--- src/rtl/fb_arb_pkg.sv ---
// Shared types for the frame-buffer arbiter.
// Assumes: nothing beyond IEEE 1800-2017.
package fb_arb_pkg;

    // Arbiter sequencing states
    typedef enum logic [1:0] {
        ST_IDLE    = 2'd0,
        ST_RD_CMD  = 2'd1,
        ST_RD_DATA = 2'd2,
        ST_WR_CMD  = 2'd3
    } arb_state_e;

endpackage

--- src/rtl/fb_read_ptr.sv ---
// Scan-out address counter: steps one burst per completed refill and
// wraps to zero after the burst holding the last pixel of the frame.
// Assumes: FRAME_PIX is a multiple of BURST and fits in ADDR_W bits.
module fb_read_ptr #(
    parameter int ADDR_W    = 24,
    parameter int FRAME_PIX = 640 * 480,
    parameter int BURST     = 4
) (
    input  logic              clk,
    input  logic              rst_n,
    input  logic              clear,
    input  logic              advance,
    output logic [ADDR_W-1:0] addr
);
    localparam int LAST_START = FRAME_PIX - BURST;

    // Hold, rewind or step the scan-out address
    always_ff @(posedge clk) begin
        if (!rst_n) begin
            addr <= '0;
        end else if (clear) begin
            addr <= '0;
        end else if (advance) begin
            if (addr == ADDR_W'(LAST_START)) begin
                addr <= '0;
            end else begin
                addr <= addr + ADDR_W'(BURST);
            end
        end
    end
endmodule

--- src/rtl/fb_frame_hold.sv ---
// Holds a new-frame pulse until the arbiter is free to act on it.
// Assumes: take is asserted only in a cycle where the pending flag is set.
module fb_frame_hold (
    input  logic clk,
    input  logic rst_n,
    input  logic frame_start,
    input  logic take,
    output logic pending
);
    // Set on a pulse, clear once consumed (a fresh pulse wins)
    always_ff @(posedge clk) begin
        if (!rst_n) begin
            pending <= 1'b0;
        end else begin
            pending <= frame_start | (pending & ~take);
        end
    end
endmodule

--- src/rtl/fb_arb_fsm.sv ---
// Decision and sequencing core: picks refill, write or frame handling in
// idle, then tracks one memory command to completion.
// Assumes: show-ahead input FIFO; mem_rvalid for a read arrives only after
// its mem_ack; a read returns exactly BURST words.
module fb_arb_fsm
    import fb_arb_pkg::*;
#(
    parameter int ADDR_W = 24,
    parameter int PIX_W  = 16,
    parameter int LVL_W  = 11,
    parameter int HALF   = 512,
    parameter int BURST  = 4
) (
    input  logic                    clk,
    input  logic                    rst_n,
    input  logic                    frame_pend,
    input  logic [LVL_W-1:0]        disp_level,
    input  logic                    in_empty,
    input  logic [ADDR_W+PIX_W-1:0] in_data,
    input  logic [ADDR_W-1:0]       rd_addr,
    input  logic                    mem_ack,
    input  logic                    mem_rvalid,
    output logic                    in_rd_en,
    output logic                    mem_req,
    output logic                    mem_we,
    output logic [ADDR_W-1:0]       mem_addr,
    output logic [PIX_W-1:0]        mem_wdata,
    output logic                    disp_wr_en,
    output logic                    flush_take,
    output logic                    ptr_advance
);
    localparam int CNT_W = (BURST > 1) ? $clog2(BURST) : 1;

    arb_state_e       state;
    logic [CNT_W-1:0] beat;
    logic             idle;
    logic             lvl_low;
    logic             go_read;
    logic             last_word;

    // Decode of the current decision inputs
    always_comb begin
        idle       = (state == ST_IDLE);
        lvl_low    = (disp_level < LVL_W'(HALF));
        flush_take = idle && frame_pend;
        go_read    = idle && !frame_pend && lvl_low;
        in_rd_en   = idle && !frame_pend && !lvl_low && !in_empty;
        disp_wr_en = (state == ST_RD_DATA) && mem_rvalid;
        last_word  = disp_wr_en && (beat == CNT_W'(BURST - 1));
        ptr_advance = last_word;
        mem_req    = (state == ST_RD_CMD) || (state == ST_WR_CMD);
        mem_we     = (state == ST_WR_CMD);
    end

    // State sequencing: one command at a time
    always_ff @(posedge clk) begin
        if (!rst_n) begin
            state <= ST_IDLE;
        end else begin
            case (state)
                ST_IDLE: begin
                    if (go_read) begin
                        state <= ST_RD_CMD;
                    end else if (in_rd_en) begin
                        state <= ST_WR_CMD;
                    end
                end
                ST_RD_CMD:  if (mem_ack) state <= ST_RD_DATA;
                ST_RD_DATA: if (last_word) state <= ST_IDLE;
                ST_WR_CMD:  if (mem_ack) state <= ST_IDLE;
                default:    state <= ST_IDLE;
            endcase
        end
    end

    // Burst word counter for the read data phase
    always_ff @(posedge clk) begin
        if (!rst_n) begin
            beat <= '0;
        end else if (state == ST_RD_CMD) begin
            beat <= '0;
        end else if (disp_wr_en) begin
            beat <= beat + CNT_W'(1);
        end
    end

    // Command address and write data captured at the decision
    always_ff @(posedge clk) begin
        if (!rst_n) begin
            mem_addr  <= '0;
            mem_wdata <= '0;
        end else if (go_read) begin
            mem_addr  <= rd_addr;
        end else if (in_rd_en) begin
            mem_addr  <= in_data[PIX_W +: ADDR_W];
            mem_wdata <= in_data[PIX_W-1:0];
        end
    end
endmodule

--- src/rtl/fb_fifo_arbiter.sv ---
// Frame-buffer arbiter top: shares one memory command port between
// display refills (four-word bursts, strict priority) and single-pixel
// writes, and applies new-frame rewinds at command boundaries.
// Assumes: DISP_DEPTH is even; FIFOs and memory controller live outside.
module fb_fifo_arbiter #(
    parameter int ADDR_W     = 24,
    parameter int PIX_W      = 16,
    parameter int H_PIX      = 640,
    parameter int V_PIX      = 480,
    parameter int DISP_DEPTH = 1024,
    parameter int BURST      = 4
) (
    input  logic                           clk,
    input  logic                           rst_n,
    input  logic                           in_empty,
    input  logic [ADDR_W+PIX_W-1:0]        in_data,
    output logic                           in_rd_en,
    input  logic [$clog2(DISP_DEPTH):0]    disp_level,
    output logic                           disp_wr_en,
    output logic [PIX_W-1:0]               disp_wr_data,
    output logic                           disp_flush,
    input  logic                           frame_start,
    output logic                           mem_req,
    output logic                           mem_we,
    output logic [ADDR_W-1:0]              mem_addr,
    output logic [PIX_W-1:0]               mem_wdata,
    input  logic                           mem_ack,
    input  logic                           mem_rvalid,
    input  logic [PIX_W-1:0]               mem_rdata
);
    localparam int LVL_W     = $clog2(DISP_DEPTH) + 1;
    localparam int HALF      = DISP_DEPTH / 2;
    localparam int FRAME_PIX = H_PIX * V_PIX;

    logic              frame_pend;
    logic              flush_take;
    logic              ptr_advance;
    logic [ADDR_W-1:0] rd_addr;

    fb_frame_hold u_hold (
        .clk         (clk),
        .rst_n       (rst_n),
        .frame_start (frame_start),
        .take        (flush_take),
        .pending     (frame_pend)
    );

    fb_read_ptr #(
        .ADDR_W    (ADDR_W),
        .FRAME_PIX (FRAME_PIX),
        .BURST     (BURST)
    ) u_ptr (
        .clk     (clk),
        .rst_n   (rst_n),
        .clear   (flush_take),
        .advance (ptr_advance),
        .addr    (rd_addr)
    );

    fb_arb_fsm #(
        .ADDR_W (ADDR_W),
        .PIX_W  (PIX_W),
        .LVL_W  (LVL_W),
        .HALF   (HALF),
        .BURST  (BURST)
    ) u_fsm (
        .clk         (clk),
        .rst_n       (rst_n),
        .frame_pend  (frame_pend),
        .disp_level  (disp_level),
        .in_empty    (in_empty),
        .in_data     (in_data),
        .rd_addr     (rd_addr),
        .mem_ack     (mem_ack),
        .mem_rvalid  (mem_rvalid),
        .in_rd_en    (in_rd_en),
        .mem_req     (mem_req),
        .mem_we      (mem_we),
        .mem_addr    (mem_addr),
        .mem_wdata   (mem_wdata),
        .disp_wr_en  (disp_wr_en),
        .flush_take  (flush_take),
        .ptr_advance (ptr_advance)
    );

    // Read words pass straight through to the display FIFO
    assign disp_wr_data = mem_rdata;
    assign disp_flush   = flush_take;
endmodule

--- config.mk ---
export PLATFORM = sky130hd
export DESIGN_NAME = fb_fifo_arbiter
export DESIGN_NICKNAME = d
export VERILOG_FILES = /design/src/rtl/fb_arb_pkg.sv /design/src/rtl/fb_read_ptr.sv /design/src/rtl/fb_frame_hold.sv /design/src/rtl/fb_arb_fsm.sv /design/src/rtl/fb_fifo_arbiter.sv
export SDC_FILE = /design/constraint.sdc
export NUM_CORES = 1
export LEC_CHECK = 0
export BUFFER_PORTS_ARGS = -buffer_cell sky130_fd_sc_hd__buf_2
export CAP_MARGIN = 0
export CORE_ASPECT_RATIO = 1.4
export CORE_MARGIN = 5
export CORE_UTILIZATION = 43
export DETAILED_ROUTE_END_ITERATION = 10
export PLACE_DENSITY = 0.76
export RECOVER_POWER = 100
export SLEW_MARGIN = 10
export SYNTH_ARGS = -nofsm -noshare
export SYNTH_HDL_FRONTEND = slang
export SYNTH_SLANG_ARGS = --single-unit
export TNS_END_PERCENT = 50
--- constraint.sdc ---
create_clock -name clk -period 1.9 [get_ports clk]
set_input_delay 0.285 -clock clk [delete_from_list [all_inputs] [get_ports clk]]
set_output_delay 0.285 -clock clk [all_outputs]
set_load 0.01 [all_outputs]
# == Word level (Yosys, flattened, before mapping) ==
# Index checks and enable logic that the tools add are counted.
# classes
addsub,2
mul,0
n_div,0
order_cmp,1
n_eq_ne,9
shifts,0
muxes,9
bitwise_logic,5
reduce_logical,17
# ops
op,n
24-bit 2-to-1 mux,3
24-bit by 3-bit adder with 24-bit output (second input constant),1
24-bit by 19-bit equality test with 1-bit output (second input constant),1
11-bit by 10-bit less-than comparator with 1-bit output (second input constant),1
2-bit 2-to-1 mux,5
2-bit case mux with 4 select lines,1
1-bit logical AND,7
2-bit equality test (second input constant),3
2-bit inequality test (second input constant),2
4-bit AND reduction,1
2-bit OR reduction,2
1-bit logical NOT,3
3-bit inequality test (second input constant),1
1-bit NOT,3
2-bit by 1-bit adder with 2-bit output (second input constant),1
2-bit by 1-bit equality test with 1-bit output (second input constant),1
2-bit logical NOT,1
2-bit by 1-bit inequality test with 1-bit output (second input constant),1
2-bit AND reduction,1
2-bit nonzero test,1
1-bit bitwise AND,1
1-bit logical OR,1
1-bit OR,1
# word_totals
reg_bits,69
latch_bits,0
ramBits,0
romBits,0
in_bits,73
out_inout_bits,61
elab_cells,49
n_memories,0

# == Depth between registers and ports, before layout ==
# depth
ltp_word,7
mapped_depth,7
depth_no_buf,5

# == Modules after synthesis ==
# Synthesis repeated with hierarchy kept, for this count alone.
# hier_totals
cells_unflattened,420
area_unflattened_um2,3593.4
# by_module_without_submodules
module,instances,cells_each,area_each_um2,seq_area_each_um2
fb_arb_fsm,1,280,2384.8,880.8
fb_read_ptr,1,121,1047.3,440.4
fb_fifo_arbiter,1,16,120.1,0.0
fb_frame_hold,1,3,41.3,20.0

# == Worst setup path after synthesis ==
# Ideal clock, no wire load.
# synth_timing
path_type,register -> register
startpoint,reg u_fsm.beat[0]
endpoint,reg u_ptr.addr[23]
arrival_time_ns,1.865
required_time_ns,1.821
slack_ns,-0.044
stages_incl_launch_ff,6
period_less_slack_ns,1.944
path_cell_list,dfxtp_1 -> ha_1 -> nand4b_4 -> or4_1 -> or4_1 -> a211oi_2
# synth_between
elab_chain_len,2
# synth_lines
item,line,rtl
from (decl),fb_arb_fsm.sv:35,logic [CNT_W-1:0] beat;
from (signal assigned),fb_arb_fsm.sv:83,beat <= beat + CNT_W'(1);
2-bit equality test,fb_arb_fsm.sv:49,last_word = disp_wr_en && (beat == CNT_W'(BURST - 1));
1-bit logical AND,fb_arb_fsm.sv:49,
to (signal assigned),fb_read_ptr.sv:27,addr <= addr + ADDR_W'(BURST);
to (decl),fb_read_ptr.sv:13,output logic [ADDR_W-1:0] addr
# Every way passes these cells.
# A chain may end at the register's enable or synchronous reset.

# == Worst setup path after layout ==
# layout_timing
startpoint,reg u_hold.pending
endpoint,reg u_fsm.mem_addr[11]
# layout_between
elab_chain_len,5
# layout_lines
item,line,rtl
from (decl),fb_frame_hold.sv:8,output logic pending
from (signal assigned),fb_frame_hold.sv:15,pending <= frame_start | (pending & ~take);
1-bit logical NOT *,"fb_arb_fsm.sv:46, fb_arb_fsm.sv:47",
1-bit logical AND *,"fb_arb_fsm.sv:46, fb_arb_fsm.sv:47",
1-bit logical AND (2 in series),fb_arb_fsm.sv:47,in_rd_en = idle && !frame_pend && !lvl_low && !in_empty;
2-bit nonzero test (no line),-,
to (signal assigned),fb_arb_fsm.sv:93,mem_addr <= rd_addr;
to (signal assigned),fb_arb_fsm.sv:95,mem_addr <= in_data[PIX_W +: ADDR_W];
to (decl),fb_arb_fsm.sv:26,"output logic [ADDR_W-1:0] mem_addr,"
# Every way passes the cells marked *; elsewhere a longest branch is shown, timed or not.

==> metrics <==
root buffer cell clkbuf_8; total gr overflow 0; status finished, violations left; clock transition at the registers of the reported paths 0.07 ns; failing checks negative setup slack; Longest Clk Path Bufs 2; post-synthesis compound-gate area fraction 0.178; HPWL after DPL 5960 um; Cell Chain, Critical Path or3_4, or3_4, inv_4, buf_6, clkbuf_16, nand2_1, a311oi_1; normalized max-slew margin 0.666; mux cell area share after synthesis 0; area growth from synthesis to layout 36.1%; initial core utilization 0.435; CORE AREA 0.00722 mm2; Synth Area in Adders 0.00796; Tightest Pin Transition 0.500 ns; Total GRT Usage 0.193; vias in the first global route 3188; Final WS setup -0.0357 ns; Hold Crit Class primary input to flop; Worst Path Required 2.15 ns; sequential fraction of the synthesis area 0.427; Synth Area in Simple Gates 0.277; CTS sink cnt 67; count leader, synth nand2_1; H-tree Lvls 3; port bufs 92; hold path start frame_start; number of max-cap violations 0; gpl congestion 0.831; post-synthesis sequential element count 67; Crit path arrival time 2.19 ns; Via density 5.42; worst skew pair latency 0.34 ns; antenna violations before repair 0; Top FF cell, synth dfxtp_1; die height 111 um; Residual DRC 0; Critical Path Fanout Max 13; net count after synthesis 467; antenna diode count 0; share of cells above drive strength 1 0.384; Vias 3261; Max Slew Vio Count 0; DP Cell Count 579; First-pass DRT Iterations 4; drt wl/cell 15.0 um; largest net degree at the start of global routing 45; PD cells 783 mW/mm2; Filler cells 674; final WL 9010 um; number of synthesized flops with an enable pin 0; Slowest-stage cell, CP or3_4; cell mode on critical path or3_4; Syn Inst Count 392; largest family of logic cells by synthesized area simple AND/OR/NAND/NOR gates; full die area 0.00914 mm2; site row count 37; NumNets Final 575; Synth top area share 0.427; async set-reset flop share out of synthesis 0; Fmax achieved 0.517 GHz; Netlist cell types 39; Design Power 3.35 mW; ANT nets after route 0; Final setup viols 2; Ports 134; total CTS buffers 9; number of synthesis warnings 0; Initial DRC Count 173; Period minus WS final 1.94 ns; RSZ-0062 raised after global routing yes; kind of critical path flop to flop; Worst Skew 0.00679 ns; post-route cell area 0.00428 mm2; element type at the critical path end flop; Largest stage delay, worst path 0.39 ns; hold buffer count at CTS 0; fin crit share 1.02; Setup WS pre-CTS 0.00360 ns; Post-Synthesis Mean Instance Area 8.02 um2; CTS tree built; peak supply drop 528 uV; Final Hold Vio Count 0; first-pass GRT wire length 14100 um; top post-synthesis cells by area dfxtp_1, nand2_1, a311oi_1; Post-Syn Area 0.00314 mm2; non-filler cells, final 602; CP Launch Type flop; post-place instance area 0.00383 mm2; Synth Area in XOR/XNOR 0.0223; CP Launch Point u_hold.pending; Buf+Inv Stages, Crit Path 3; Static Leak 1.82 nW; leading cell types by count after synthesis nand2_1, dfxtp_1, a21oi_1; FF-to-FF Start u_hold.pending; Die W 82.3 um; cell taking the most area after synthesis dfxtp_1; Worst path top cell family by delay simple AND/OR/NAND/NOR gates
## cell type report
type,count,area [um2],share of cell area
sequential,67,1350,0.315
clock buffer,10,138,0.0322
inverter,6,25.0,0.00585
clock inverter,6,65.1,0.0152
tap,97,121,0.0284
timing repair buffer,143,913,0.214
multi-input combinational,273,1670,0.390
## through the flow
stage / hold slack (ns) / TNS, ns / util
after global placement: 0.439 / 0 / 0.530
after CTS: 0.151 / -0.0165 / 0.567
final: 0.158 / -0.0369 / 0.592
after detailed placement: 0.446 / 0 / 0.530
after global routing: 0.165 / -0.506 / 0.592
after floorplan: 0.414 / 0 / -
## layout by cell type (no fill, tap or decap), types with 4 or more instances in the layout
cell type	n
nand2_1	91
buf_2	91
dfxtp_1	61
buf_4	46
a21oi_1	26
nor2_1	25
o21ai_0	13
a311oi_2	12
clkbuf_8	10
nand4_1	9
nor3_1	9
a311oi_1	9
nand3_1	8
a211oi_1	7
or3_1	6
xor2_1	6
dfxtp_2	6
and2_1	5
o31ai_1	5
a211oi_2	5
inv_1	4
or4_1	4
nand2b_1	4
a22oi_1	4
## repair_timing
action                     CTS  global route
buffers inserted             4             1
setup endpoints to repair    6            37
gates cloned                 0             2
pin swaps                    2             7
gates resized for setup      8            26
hold endpoints to repair     0             0
## per-layer routing
layer | vias to the layer above | global-route usage | part of all wire
met1 | 1543 | 0.223 | 0.39
met5 | - | 0 | 0
li1 | 1583 | - | -
met4 | 0 | 0.0676 | 0.014
met2 | 122 | 0.325 | 0.52
met3 | 13 | 0.0618 | 0.081
## worst min-delay path, stage by stage
cell	delay [ns]
buf_2	0.10
inv_1	0.04
a21oi_1	0.05
## registers in the layout, indices dropped and copies added, names as in the netlist
register and count:
u_ptr.addr 22, u_fsm.mem_wdata 16, u_fsm.beat 2, u_fsm.state 2, u_hold.pending 1, u_fsm.mem_addr 24
## power breakdown
group          leakage, nW  switching, mW  internal, mW
clock                0.102          0.566         0.641
combinational         1.17          0.331         0.278
sequential           0.548         0.0460          1.49
total                 1.82          0.942          2.41
## path summary, 6_finish.rpt
| kind | to | slack [ns] | depth (start not counted) |
|---|---|---|---|
| setup / recovery | u_fsm.mem_addr[11] | -0.04 | 7 |
| hold / removal | u_hold.pending | 0.16 | 3 |
| setup reg to reg | u_fsm.mem_addr[11] | -0.04 | 7 |
| hold reg to reg | u_fsm.mem_wdata[3] | 0.45 | 2 |
## cells by family (layout without fill, tap and decap cells)
family                   count (synthesis)  count (layout)
AND/OR/NAND/NOR                        179             179
AO/OA/AOI/OAI                           84              84
flip-flops                              67              67
buffers and inverters                   52             165
XOR/XNOR                                 8               8
adder cells (fa/ha/maj)                  2               2
(Power assumes the default switching activity.)
